## config.mk

```make
export PLATFORM = sky130hd
export DESIGN_NAME = pb_port
export DESIGN_NICKNAME = d
export VERILOG_FILES = /design/src/rtl/pb_port.sv
export SDC_FILE = /design/constraint.sdc
export NUM_CORES = 1
export LEC_CHECK = 0
export ABC_AREA = 1
export BUFFER_PORTS_ARGS = -buffer_cell sky130_fd_sc_hd__clkbuf_2
export CELL_PAD_IN_SITES_DETAIL_PLACEMENT = 0
export CELL_PAD_IN_SITES_GLOBAL_PLACEMENT = 2
export CORE_AREA = 2 2 73 75
export DETAILED_ROUTE_END_ITERATION = 16
export DIE_AREA = 0 0 75 77
export GPL_TIMING_DRIVEN = 0
export HOLD_SLACK_MARGIN = 0.03
export PLACE_DENSITY_LB_ADDON = 0.1
export SKIP_CTS_REPAIR_TIMING = 1
export SYNTH_ARGS = -nofsm -noshare
export SYNTH_HDL_FRONTEND = slang
export SYNTH_SLANG_ARGS = --single-unit
```

## constraint.sdc

```tcl
create_clock -name clk -period 1.5 [get_ports clk]
set_clock_uncertainty 0.05 [all_clocks]
set_input_delay 0.225 -clock clk [delete_from_list [all_inputs] [get_ports clk]]
set_output_delay 0.225 -clock clk [all_outputs]
set_load 0.1 [all_outputs]
```

## src/rtl/pb_port.sv

```systemverilog
module pb_port #(
  parameter int NUM_KEYS = 4,
  parameter int DATA_W   = 32,
  parameter int ADDR_W   = 4
) (
  input  logic                clk,
  input  logic                rst_n,
  input  logic [NUM_KEYS-1:0] keys_n,
  input  logic [ADDR_W-1:0]   addr,
  input  logic                rd_en,
  input  logic                wr_en,
  input  logic [DATA_W-1:0]   wdata,
  output logic [DATA_W-1:0]   rdata,
  output logic                irq
);

  localparam logic [ADDR_W-1:0] OFS_LEVEL = ADDR_W'(0);
  localparam logic [ADDR_W-1:0] OFS_MASK  = ADDR_W'(8);
  localparam logic [ADDR_W-1:0] OFS_EVENT = ADDR_W'(12);
  localparam int               PAD_W     = DATA_W - NUM_KEYS;

  logic [NUM_KEYS-1:0] sync1_n, sync2_n, held_d;
  logic [NUM_KEYS-1:0] held, rel, clr;
  logic [NUM_KEYS-1:0] mask_q, cap_q;
  logic                unused_hi;

  assign unused_hi = ^wdata[DATA_W-1:NUM_KEYS];

  always_ff @(posedge clk or negedge rst_n)
    if (!rst_n) begin
      sync1_n <= '1;
      sync2_n <= '1;
      held_d  <= '0;
    end else begin
      sync1_n <= keys_n;
      sync2_n <= sync1_n;
      held_d  <= held;
    end

  assign held = ~sync2_n;
  assign rel  = held_d & ~held;
  assign clr  = (wr_en && addr == OFS_EVENT) ? wdata[NUM_KEYS-1:0] : '0;

  always_ff @(posedge clk or negedge rst_n)
    if (!rst_n) begin
      mask_q <= '0;
      cap_q  <= '0;
    end else begin
      cap_q <= (cap_q & ~clr) | rel;
      if (wr_en && addr == OFS_MASK) mask_q <= wdata[NUM_KEYS-1:0];
    end

  always_comb begin
    rdata = '0;
    if (rd_en)
      case (addr)
        OFS_LEVEL: rdata = {{PAD_W{1'b0}}, held};
        OFS_MASK:  rdata = {{PAD_W{1'b0}}, mask_q};
        OFS_EVENT: rdata = {{PAD_W{1'b0}}, cap_q};
        default:   rdata = '0;
      endcase
  end

  assign irq = |(cap_q & mask_q);

endmodule

```

==> flow_summary.toml <==
[setup_path]
timing.rr.end = "held_d[2]$_DFF_PN0_"
rr_startpoint = "sync2_n[2]$_DFF_PN1_"
ff2ff_path_depth = 2
r2r_setup_slack_ns = 0.64
endpoint = "rdata[0]"
arrival_ns = 1.30
critPathMaxFanout = 2
end_kind = "output pin"
critical_path.startpoint = "sync2_n[0]$_DFF_PN1_"
setup.worst_path.start_class = "flop"
required_ns = 1.22
critPathKind = "flop to output pin"

[global_route]
grtUsageTotal = 0.0768
antenna_found_initial = 0
grt_max_degree = 21
grt_pass1_vias = 734
grt-ovfl-total = 0
grt_first_pass_wirelength_um = 3430

[synthesis]
synth-seq-cells = 20
yosys_warnings = 0
synth_top_family_by_area = "buffers and inverters"
synth_compound_area_frac = 0.0190
synth_top_cell_area_share = 0.284
synth_area_leaders = "dfrtp_1 28%, buf_4 20%, dfstp_2 20%"
synth_cells = 120
synth.distinct_cells = 14
syn-cell-area_um2 = 1060
avgSynthCellArea_um2 = 8.80
synthMuxAreaShare = 0
synth_xor_area_frac = 0
yosys.area.top_type = "dfrtp_1"
yosysSeqAreaShare = 0.483
yosys.area_share.adder = 0
synth-simple-area-share = 0.245

[clock_tree]
clkTransAtPathRegs_ns = 0.07
insertion_delay_ns = 0.25
clk_path_buf_depth = 2
clock_sinks = 20
cts_buffers = 3
ctsHtreeMaxLevel = 1
cts-root-buf = "clkbuf_8"
cts_tree = "built"

[placement]
dpl-instance-area_um2 = 1360
dp.cells = 237
place_ws_ns = -0.269
gp_congestion = 0.790
hpwlAfterDp_um = 1790
portBuffers = 20

[power_and_ir_drop]
pwr_density_cell_nw_per_um2 = 1020
power_uw = 1640
p_leak_uw = 0.000834
peakVddDrop_uv = 489

[routing]
drtAntennaViolNets = 0
post_drt_wl_per_cell_um = 8.92
drc = 0
wl_um = 2230
avgViaCountPerCell = 3.36
dr_total_vias = 841
first_iter_violations = 10
first_pass_iters = 4

[sta]
setup_viol = 3
hold_viol_final = 0
post-route-period-util = 1.05
grt_setup_unrepaired = "true"
slew_viol_final = 0
fin_crit_ns = 1.58
layout_setup_ws_ns = -0.0783
fmax_ghz = 0.634

[finish]
fin_area_um2 = 1600
num-nets-final = 225
drive_above_1_share = 0.494
area.growth.synth_to_final_pct = 51.9
diodes = 0
fillerInstances = 525
fin_cells = 250

[floorplan]
start_util = 0.212
die_area_um2 = 5780
core_um2 = 4980
die_x_um = 75
ioPinCount = 77
num_rows = 26
die-height_um = 77

[run_status]
status = "finished with violations"
violations = "setup timing"

[job]
cap_violations = 0

[worst_hold_path]
holdCritPathClass = "input pin to flop"
[cells by family (layout without fill, tap and decap cells)]
logic type / Yosys count / count (layout)
and+or+nand+nor: 55 / 55
DFF: 20 / 20
AOI/OAI and AO/OA: 4 / 4
buffers and inverters: 40 / 73
other: 1 / 28
[synthesized netlist by cell type]
library cell / count
buf_4: 28
buf_6: 1
conb_1: 1
dfrtp_1: 12
dfstp_2: 8
inv_1: 11
nand2_1: 29
nand2_2: 1
nand3_1: 16
nand4_1: 5
nor2_1: 1
nor2_2: 1
nor2_4: 2
o21ai_0: 4
[worst max-delay path, cell delays in order (launching register included)]
cell and delay, ns:
dfstp_2 0.54, inv_2 0.05, nand3_2 0.05, nand3_2 0.07, nand2_2 0.09, clkinvlp_4 0.09, buf_12 0.17
[through the flow]
| step | TNS, ns | hold WS [ns] | util |
|---|---|---|---|
| floorplan | -0.105 | -0.121 | - |
| global placement | -0.916 | 0.157 | 0.272 |
| detailed placement | -0.951 | 0.168 | 0.272 |
| CTS | -1.38 | -0.110 | 0.284 |
| global route | -0.513 | 0.165 | 0.322 |
| finish | -0.231 | 0.163 | 0.322 |
[state kept, by name, indices dropped and copies added (netlist names)]
signal	count
cap_q	4
held_d	4
mask_q	4
sync1_n	4
sync2_n	4
[metal layers]
metal  vias to the layer above  wire length (um)  GRT usage
met1                       374              1000      0.104
met3                         2                95     0.0131
met2                        23              1110      0.119
met4                         0                19     0.0321
met5                         -                 0          0
li1                        442                 -          -
[worst min-delay path by stage]
stage | start | end | slack, ns | cells after the start
floorplan | rst_n | cap_q[0]$_DFF_PN0_ | -0.12 | 0
global placement | rst_n | held_d[3]$_DFF_PN0_ | 0.16 | 1
detailed placement | rst_n | held_d[1]$_DFF_PN0_ | 0.17 | 1
CTS | rst_n | held_d[1]$_DFF_PN0_ | -0.11 | 1
global route | wdata[1] | mask_q[1]$_DFFE_PN0P_ | 0.16 | 3
finish | wdata[0] | mask_q[0]$_DFFE_PN0P_ | 0.16 | 3
[power breakdown]
part,leakage (uW),total [uW],switching (uW),internal [uW]
Clock,0.0000288,392,159,233
Combinational,0.000588,627,492,135
Sequential,0.000218,617,26.9,591
[layout make-up]
type / count / area [um^2] / share of cell area
flip-flops and latches: 20 / 510 / 0.318
multi-input cells: 87 / 434 / 0.271
repair buffers: 29 / 243 / 0.151
plain buffers: 29 / 221 / 0.138
well taps: 70 / 87.6 / 0.0546
clock buffers: 4 / 55.1 / 0.0343
inverters: 11 / 52.6 / 0.0328
[placed cells by master (no fill, tap or decap)]
cell type,Yosys,final
buf_4,28,32
conb_1,1,28
nand2_1,29,25
clkbuf_2,0,15
dfrtp_1,12,12
nand3_1,16,8
nand3_2,0,8
dfstp_2,8,8
nand4_1,5,5
inv_2,0,5
nand2_2,1,5
dlygate4sd3_1,0,5
o21ai_0,4,4
clkbuf_8,0,4
buf_12,0,4
inv_1,11,3
clkinvlp_4,0,3
nor2_4,2,2
buf_6,1,1
nor2_1,1,1
nor2_2,1,1
clkbuf_4,0,1
Power figures use the tool's default switching activity.
